$ cat src/rtl/mfpad_pkg.sv
package mfpad_pkg;
    localparam int NUM_FUNC = 8;
    localparam int SEL_W    = $clog2(NUM_FUNC);
    localparam int REG_W    = 32;
    localparam int DRV_W    = 3;
    localparam logic [REG_W-1:0] WRITABLE_MASK = 32'h0000_FFF7;

    typedef struct packed {
        logic [15:0]      rsvd_hi;
        logic             pull_from_reg;
        logic             pu;
        logic             pd;
        logic [DRV_W-1:0] drive;
        logic             lp_sel;
        logic             lp_data;
        logic             lp_oe_n;
        logic             edge_off;
        logic             fall_en;
        logic             rise_en;
        logic             rsvd3;
        logic [SEL_W-1:0] func;
    } cfg_t;

    typedef struct packed {
        logic out;
        logic oe;
        logic pu;
        logic pd;
    } pad_ctl_t;

    function automatic cfg_t sanitize(input logic [REG_W-1:0] w);
        return cfg_t'(w & WRITABLE_MASK);
    endfunction
endpackage

$ cat src/rtl/mfpad_cfg_reg.sv
module mfpad_cfg_reg
    import mfpad_pkg::*;
(
    input  logic             clk,
    input  logic             rst,
    input  logic             we,
    input  logic [REG_W-1:0] wdata,
    output cfg_t             cfg
);
    always_ff @(posedge clk) begin
        if (rst)
            cfg <= '0;
        else if (we)
            cfg <= sanitize(wdata);
    end
endmodule

$ cat src/rtl/mfpad_fn_mux.sv
module mfpad_fn_mux
    import mfpad_pkg::*;
(
    input  logic [SEL_W-1:0]    sel,
    input  logic [NUM_FUNC-1:0] fn_out,
    input  logic [NUM_FUNC-1:0] fn_oe,
    input  logic [NUM_FUNC-1:0] fn_pu,
    input  logic [NUM_FUNC-1:0] fn_pd,
    output pad_ctl_t            chosen
);
    logic [NUM_FUNC-1:0] hit;

    for (genvar i = 0; i < NUM_FUNC; i++) begin : g_dec
        assign hit[i] = (sel == SEL_W'(i));
    end

    always_comb begin
        chosen.out = |(fn_out & hit);
        chosen.oe  = |(fn_oe  & hit);
        chosen.pu  = |(fn_pu  & hit);
        chosen.pd  = |(fn_pd  & hit);
    end
endmodule

$ cat src/rtl/mfpad_edge_det.sv
module mfpad_edge_det #(
    parameter int SYNC_STAGES = 2
) (
    input  logic clk,
    input  logic rst,
    input  logic pad_in,
    input  logic rise_en,
    input  logic fall_en,
    input  logic hold_off,
    input  logic clr,
    output logic flag
);
    localparam int LAST = SYNC_STAGES - 1;

    logic [SYNC_STAGES-1:0] sync_q;
    logic                   prev_q;
    logic                   level;
    logic                   rose;
    logic                   fell;

    always_ff @(posedge clk) begin
        if (rst)
            sync_q <= '0;
        else
            sync_q <= {sync_q[LAST-1:0], pad_in};
    end

    assign level = sync_q[LAST];

    always_ff @(posedge clk) begin
        if (rst)
            prev_q <= 1'b0;
        else
            prev_q <= level;
    end

    assign rose = level & ~prev_q;
    assign fell = ~level & prev_q;

    always_ff @(posedge clk) begin
        if (rst || clr)
            flag <= 1'b0;
        else if (!hold_off && ((rose && rise_en) || (fell && fall_en)))
            flag <= 1'b1;
    end
endmodule

$ cat src/rtl/mfpad_ctrl.sv
module mfpad_ctrl
    import mfpad_pkg::*;
#(
    parameter int SYNC_STAGES = 2
) (
    input  logic                clk,
    input  logic                rst,
    input  logic                reg_we,
    input  logic [REG_W-1:0]    reg_wdata,
    output logic [REG_W-1:0]    reg_rdata,
    input  logic [NUM_FUNC-1:0] fn_out,
    input  logic [NUM_FUNC-1:0] fn_oe,
    input  logic [NUM_FUNC-1:0] fn_pu,
    input  logic [NUM_FUNC-1:0] fn_pd,
    input  logic                low_power,
    input  logic                wake_en,
    input  logic                pad_in,
    output logic                pad_out,
    output logic                pad_oe,
    output logic                pad_pu,
    output logic                pad_pd,
    output logic [DRV_W-1:0]    pad_drive,
    output logic                edge_flag,
    output logic                wake_req
);
    cfg_t     cfg;
    pad_ctl_t chosen;
    logic     override;
    logic     clr_wr;

    mfpad_cfg_reg u_reg (
        .clk   (clk),
        .rst   (rst),
        .we    (reg_we),
        .wdata (reg_wdata),
        .cfg   (cfg)
    );

    mfpad_fn_mux u_mux (
        .sel    (cfg.func),
        .fn_out (fn_out),
        .fn_oe  (fn_oe),
        .fn_pu  (fn_pu),
        .fn_pd  (fn_pd),
        .chosen (chosen)
    );

    assign clr_wr = reg_we & reg_wdata[6];

    mfpad_edge_det #(.SYNC_STAGES(SYNC_STAGES)) u_edge (
        .clk      (clk),
        .rst      (rst),
        .pad_in   (pad_in),
        .rise_en  (cfg.rise_en),
        .fall_en  (cfg.fall_en),
        .hold_off (cfg.edge_off),
        .clr      (clr_wr),
        .flag     (edge_flag)
    );

    assign override  = low_power & cfg.lp_sel;
    assign reg_rdata = cfg;

    always_comb begin
        if (override) begin
            pad_out = cfg.lp_data;
            pad_oe  = ~cfg.lp_oe_n;
        end else begin
            pad_out = chosen.out;
            pad_oe  = chosen.oe;
        end
        if (cfg.pull_from_reg) begin
            pad_pu = cfg.pu;
            pad_pd = cfg.pd;
        end else begin
            pad_pu = chosen.pu;
            pad_pd = chosen.pd;
        end
    end

    assign pad_drive = cfg.drive;
    assign wake_req  = edge_flag & wake_en;
endmodule

$ cat config.mk
export PLATFORM = sky130hd
export DESIGN_NAME = mfpad_ctrl
export DESIGN_NICKNAME = d
export VERILOG_FILES = /design/src/rtl/mfpad_pkg.sv /design/src/rtl/mfpad_cfg_reg.sv /design/src/rtl/mfpad_fn_mux.sv /design/src/rtl/mfpad_edge_det.sv /design/src/rtl/mfpad_ctrl.sv
export SDC_FILE = /design/constraint.sdc
export NUM_CORES = 1
export LEC_CHECK = 0
export BUFFER_PORTS_ARGS = -buffer_cell sky130_fd_sc_hd__buf_4
export CAP_MARGIN = 20
export CORE_MARGIN = 8
export CORE_UTILIZATION = 39
export DETAILED_ROUTE_END_ITERATION = 8
export GPL_TIMING_DRIVEN = 0
export PLACE_DENSITY = 0.81
export SYNTH_ARGS = -nofsm -noshare
export SYNTH_HDL_FRONTEND = slang
export SYNTH_HIERARCHICAL = 1
export SYNTH_SLANG_ARGS = --single-unit
$ cat constraint.sdc
create_clock -name clk -period 4 [get_ports clk]
set_input_delay 0.8 -clock clk [delete_from_list [all_inputs] [get_ports clk]]
set_output_delay 0.8 -clock clk [all_outputs]
set_load 0.01 [all_outputs]
==> impl_metrics.yaml, run 1 <==
clocking:
  cts_setup_buffers: 0
  clk_latency_ns: 0.29
  cts_sinks: 19
  cts_tree: "built"
  cts_resized: 0
  clk_path_buf_depth: 2
  tritoncts.num_buffers: 3
  cts.htree.levels: 1
  clockRootBuffer: "clkbuf_4"
  path_clk_slew_ns: 0.11
  cts_hold_buf: 0
power_and_ir_drop:
  p_leak_nw: 0.999
  finalPower_w: 0.000457
  p_per_area_nw_per_um2: 244
  peakVddDrop_mv: 0.200
sta:
  fmax_mhz: 347
  finalCritPeriodShare_pct: 72.1
  fin_worst_skew_ns: 0.00122
  min_period_ns: 2.88
  hold_violations: 0
  setup_violations: 0
  slew_violations: 0
  setup_tns_ns: 0
  holdWs_ns: 0.459
  rsz0062_at_grt: "no"
cells_and_area:
  postLayoutCellArea_um2: 1870
  layout-drive-gt1-share_pct: 56.6
  regArea_um2: 380
  synthToLayoutAreaGrowth_pct: 59.7
  mostFrequentLayoutCells: "buf_4, dfxtp_1, conb_1"
  fin_nets: 269
  n_antenna_cell: 0
  final_common_cell: "buf_4"
  fillers: 254
  multi_input_area_um2: 648
setup_path:
  worstSetupPathType: "in2out"
  crit_fanout: 1
  cp_cell_sequence: "buf_4 > mux4_1 > mux2_2 > mux2_2 > buf_4"
  required_ns: 3.20
  crit_path_top_delay_cell: "mux4_1"
  arrival_ns: 2.08
  crit_path_start_kind: "input pin"
  slowest_delay_ns: 0.50
  end_kind: "output pin"
routing:
  drt_iter0_drc: 29
  wl_per_cell_um: 14.9
  vias: 1044
  first_pass_iters: 4
  drc: 0
  routed_wl_um: 3440
  ant_nets: 0
  via_per_inst: 4.52
global_routing:
  grt_max_degree: 12
  grt_pass1_vias: 1162
  grt_usage_pct: 13.4
  antenna_found_initial: 0
  grt_first_pass_wirelength_um: 5400
  gr-total-overflow: 0
yosys:
  ys_seq_area_share_pct: 32.4
  ys_warn_count: 6
  ys_seq_elements: 19
  synth_area_per_cell_um2: 11.5
  syn-cell-area_um2: 1170
  ys_types: 18
  netlist_instances: 102
floorplanning:
  num_io_pins: 111
  die_area_um2: 5020
  initial_core_util_pct: 39.7
  fp.dieH_um: 70.8
  row_count: 20
  dieWidth_um: 70.8
  coreArea_um2: 2950
place:
  place_area_um2: 1840
  gp_congestion: 0.747
  dpl.hpwl_um: 2990
  port_buffers: 76
status:
  status: "finished, final reports clean"
run:
  drv_cap: 0
worst_hold_path:
  hold_path.class: "reg2reg"
report_power, final:
group	total (W)	internal, W	leakage (nW)	switching (W)
logic	0.000155	0.000100	0.824	0.0000545
registers	0.000208	0.000200	0.157	0.00000892
clock network	0.0000939	0.0000371	0.0177	0.0000568
layer usage:
| layer | track usage [%] | routed length, um | part of all wire [%] |
|---|---|---|---|
| met5 | 0 | 0 | 0 |
| met4 | 3.46 | 44 | 1.3 |
| met3 | 4.52 | 190 | 5.5 |
| met2 | 28.2 | 2080 | 61 |
| met1 | 11.4 | 1120 | 32 |
metrics by stage:
| stage | util, % | instances | setup slack [ns] |
|---|---|---|---|
| after detailed placement | 62.5 | 227 | 1.11 |
| final | 63.4 | 231 | 1.12 |
| after floorplan | - | 118 | 1.39 |
| after global placement | 62.5 | 227 | 1.12 |
| after CTS | 63.4 | 231 | 1.10 |
| after global routing | 63.4 | 231 | 1.02 |
layout make-up:
| class | instances | share of cell area (%) |
|---|---|---|
| Clock buffer | 3 | 1.20 |
| Inverter | 1 | 0.201 |
| Timing Repair Buffer | 76 | 30.5 |
| Tap cell | 33 | 2.21 |
| Sequential cell | 19 | 20.3 |
| Multi-Input combinational cell | 73 | 34.6 |
| Clock inverter | 1 | 0.267 |
| Buffer | 25 | 10.7 |
worst max-delay path, delay by kind of cell:
family   cells  cell delay, ns
mux          3            1.04
buf+inv      2            0.25
path summary, 6_finish.rpt:
kind | start | to | slack (ns) | cells past startpoint
worst max-delay path | fn_pd[1] | pad_pd | 1.12 | 5
worst min-delay path | u_edge/sync_q[0] | u_edge/sync_q[1] | 0.46 | 1
worst max register to register | u_reg/cfg[6] | u_edge/flag | 3.02 | 2
worst min register to register | u_edge/sync_q[0] | u_edge/sync_q[1] | 0.46 | 1
cell usage after synthesis, drive strengths merged:
cell    instances  area share [%]
and2            2             1.1
o31a            1            0.75
nor2b           3             1.6
nor2           16             5.1
inv             1            0.32
mux4            8              18
and4bb          2             2.1
buf            23              16
clkbuf          2            0.64
mux2            7             7.0
mux2i          16              14
conb            1            0.32
dfxtp          19              32
nand2           1            0.53
sequential cells by signal, summed over array words and instances (netlist names):
register       count
u_reg/cfg         15
u_edge/prev_q      1
u_edge/sync_q      2
u_edge/flag        1
logic make-up (layout without fill, tap and decap cells):
kind of cell	Yosys count	in the layout	synth area share (%)
mux	31	31	38.6
buf+inv	26	106	17.4
simple gates	24	24	10.5
flops	19	19	32.4
other cells	1	17	0.320
compound gates	1	1	0.747
Note: power is estimated with default switching activity, not from simulation.
==> run 2, diff against run 1 <==
--- a/config.mk
+++ b/config.mk
@@ -5,13 +5,14 @@
 export SDC_FILE = /design/constraint.sdc
 export NUM_CORES = 1
 export LEC_CHECK = 0
+export ABC_AREA = 1
 export BUFFER_PORTS_ARGS = -buffer_cell sky130_fd_sc_hd__buf_4
 export CAP_MARGIN = 20
 export CORE_MARGIN = 8
-export CORE_UTILIZATION = 39
+export CORE_UTILIZATION = 36
 export DETAILED_ROUTE_END_ITERATION = 8
 export GPL_TIMING_DRIVEN = 0
-export PLACE_DENSITY = 0.81
+export PLACE_DENSITY = 0.73
 export SYNTH_ARGS = -nofsm -noshare
 export SYNTH_HDL_FRONTEND = slang
 export SYNTH_HIERARCHICAL = 1
==> constraint.sdc (replaced) <==
create_clock -name clk -period 2.4 [get_ports clk]
set_input_delay 0.48 -clock clk [delete_from_list [all_inputs] [get_ports clk]]
set_output_delay 0.48 -clock clk [all_outputs]
set_load 0.01 [all_outputs]
==> run 2 against run 1 <==
  * Final cell count grew 61%
  * Area after synthesis rose by 23%
  * Combinational power grew 110%
==> impl_metrics.yaml, run 2 <==
clocking:
  cts.htree.levels: 1
  cts_resized: 0
  cts_setup_buffers: 0
  path_clk_slew_ns: 0.07
  clk_path_buf_depth: 2
  clk_latency_ns: 0.26
  cts_hold_buf: 0
  tritoncts.num_buffers: 3
  clockRootBuffer: "clkbuf_8"
  cts_sinks: 19
  cts_tree: "built"
floorplanning:
  fp.dieH_um: 79.3
  num_io_pins: 111
  row_count: 23
  initial_core_util_pct: 36.8
  coreArea_um2: 3910
  die_area_um2: 6280
  dieWidth_um: 79.3
cells_and_area:
  reg_top3: "u_reg/cfg (15), u_edge/sync_q (2)"
  top_register: "u_reg/cfg"
  synthToLayoutAreaGrowth_pct: 51.5
  final_cells: 371
  n_antenna_cell: 0
  multi_input_area_um2: 727
  mostFrequentLayoutCells: "buf_4, nand2_1, nor2_1"
  layout-drive-gt1-share_pct: 37.7
  largest_reg_flops: 15
  regArea_um2: 380
  final_common_cell: "buf_4"
  fillers: 400
  fin_nets: 392
yosys:
  ys_seq_elements: 19
  synth_edf_count: 0
  synthFlopType: "dfxtp_1"
  synth_common_cells: "nand2_1, nor2_1, inv_1"
  ys_types: 19
  yosys-top-cells-area: "dfxtp_1, nand2_1, buf_4, nand4_1, nor2_1"
  yosysMostFrequentCell: "nand2_1"
  ys_warn_count: 6
  ys_seq_area_share_pct: 26.4
  netlist_instances: 225
  synth_area_per_cell_um2: 6.41
  syn-cell-area_um2: 1440
  synthArstFlopShare_pct: 0
  synth_top_cell_by_area: "dfxtp_1"
  netlist.area_leader.share_pct: 26.4
power_and_ir_drop:
  peakVddDrop_mv: 0.350
  pwr-share-comb_pct: 36.5
  finalPower_w: 0.000910
  switching_share_pct: 30.8
  power_switching_w: 0.000281
  p_per_area_nw_per_um2: 417
  internal_power_w: 0.000629
  pwr-share-seq_pct: 38.7
  p_clk_share_pct: 24.8
  p_leak_nw: 1.27
sta:
  hold_violations: 0
  fin_worst_skew_ns: 0.000617
  holdWs_ns: 0.405
  finalCritPeriodShare_pct: 86.0
  setup_ws_ns: 0.336
  setup_violations: 0
  slew_violations: 0
  rsz0062_at_grt: "no"
  fmax_mhz: 484
  setup_tns_ns: 0
  min_period_ns: 2.06
run:
  drv_cap: 0
global_routing:
  antenna_found_initial: 0
  grt_first_pass_wirelength_um: 6700
  grt_usage_pct: 12.9
  grt_max_degree: 13
  gr-total-overflow: 0
  grt_pass1_vias: 1441
routing:
  drc: 0
  via_per_inst: 4.26
  ant_nets: 0
  wl_per_cell_um: 11.4
  vias: 1581
  drt_iter0_drc: 76
  routed_wl_um: 4240
  first_pass_iters: 4
place:
  placed_cells: 367
  port_buffers: 76
  dpl.hpwl_um: 3500
  pre_cts_ws_ns: 0.601
  gp_congestion: 0.794
setup_path:
  crit_path_start_kind: "flip-flop"
  arrival_ns: 1.58
  end_kind: "output pin"
  worstSetupPathType: "reg2out"
  crit_fanout: 9
  required_ns: 1.92
worst_hold_path:
  hold_path.class: "reg2reg"
status:
  status: "finished, final reports clean"
[run 2: layout make-up]
class                      instances  area share, %
buffer                            31           12.7
clock buffer                       3           1.89
clock inverter                     1          0.344
inverter                          30           5.39
multi-input combinational        161           33.3
sequential                        19           17.4
tap                               50           2.87
timing repair buffer              76           26.1
[run 2: power groups by stage]
stage	clock network, W	registers (W)	logic (W)
floorplan	0	0.000365	0.000179
global placement	0	0.000359	0.000329
detailed placement	0	0.000359	0.000333
CTS	0.000233	0.000352	0.000334
global route	0.000250	0.000356	0.000365
finish	0.000225	0.000352	0.000333
[run 2: worst paths after layout]
check                    from          endpoint  slack [ns]  depth (start not counted)
max              u_reg/cfg[1]            pad_pu        0.34                          9
min          u_edge/sync_q[0]  u_edge/sync_q[1]        0.41                          2
max reg2reg      u_reg/cfg[4]       u_edge/flag        1.64                          4
min reg2reg  u_edge/sync_q[0]  u_edge/sync_q[1]        0.41                          2
[run 2: logic make-up (layout without fill, tap and decap cells)]
kind of cell | Yosys count | in the layout | share of synthesized area, %
AOI/OAI and AO/OA | 3 | 3 | 1.30
DFF | 19 | 19 | 26.4
buffers and inverters | 61 | 141 | 27.3
other | 1 | 17 | 0.260
and+or+nand+nor | 141 | 141 | 44.7
[run 2: worst max-delay path, cell delays in order (launching register included)]
cell and delay (ns):
dfxtp_1 0.33, buf_6 0.15, inv_1 0.19, nand4_1 0.12, nand2_1 0.11, nor2_1 0.05
nand2_1 0.07, inv_1 0.04, o21ai_0 0.13, buf_4 0.14
[run 2: metrics by stage]
stage	util, %	cell area, um2
after floorplan	-	1500
after CTS	55.8	2180
after global routing	55.8	2180
final	55.8	2180
after global placement	54.5	2130
after detailed placement	54.5	2130
[run 2: metal layers]
| layer | GRT usage, % | up-vias | part of all wire (%) |
|---|---|---|---|
| met3 | 4.18 | 5 | 8.8 |
| met4 | 3.33 | 0 | 0.80 |
| li1 | - | 850 | - |
| met1 | 14.8 | 665 | 41 |
| met2 | 22.5 | 61 | 49 |
| met5 | 0 | - | 0 |
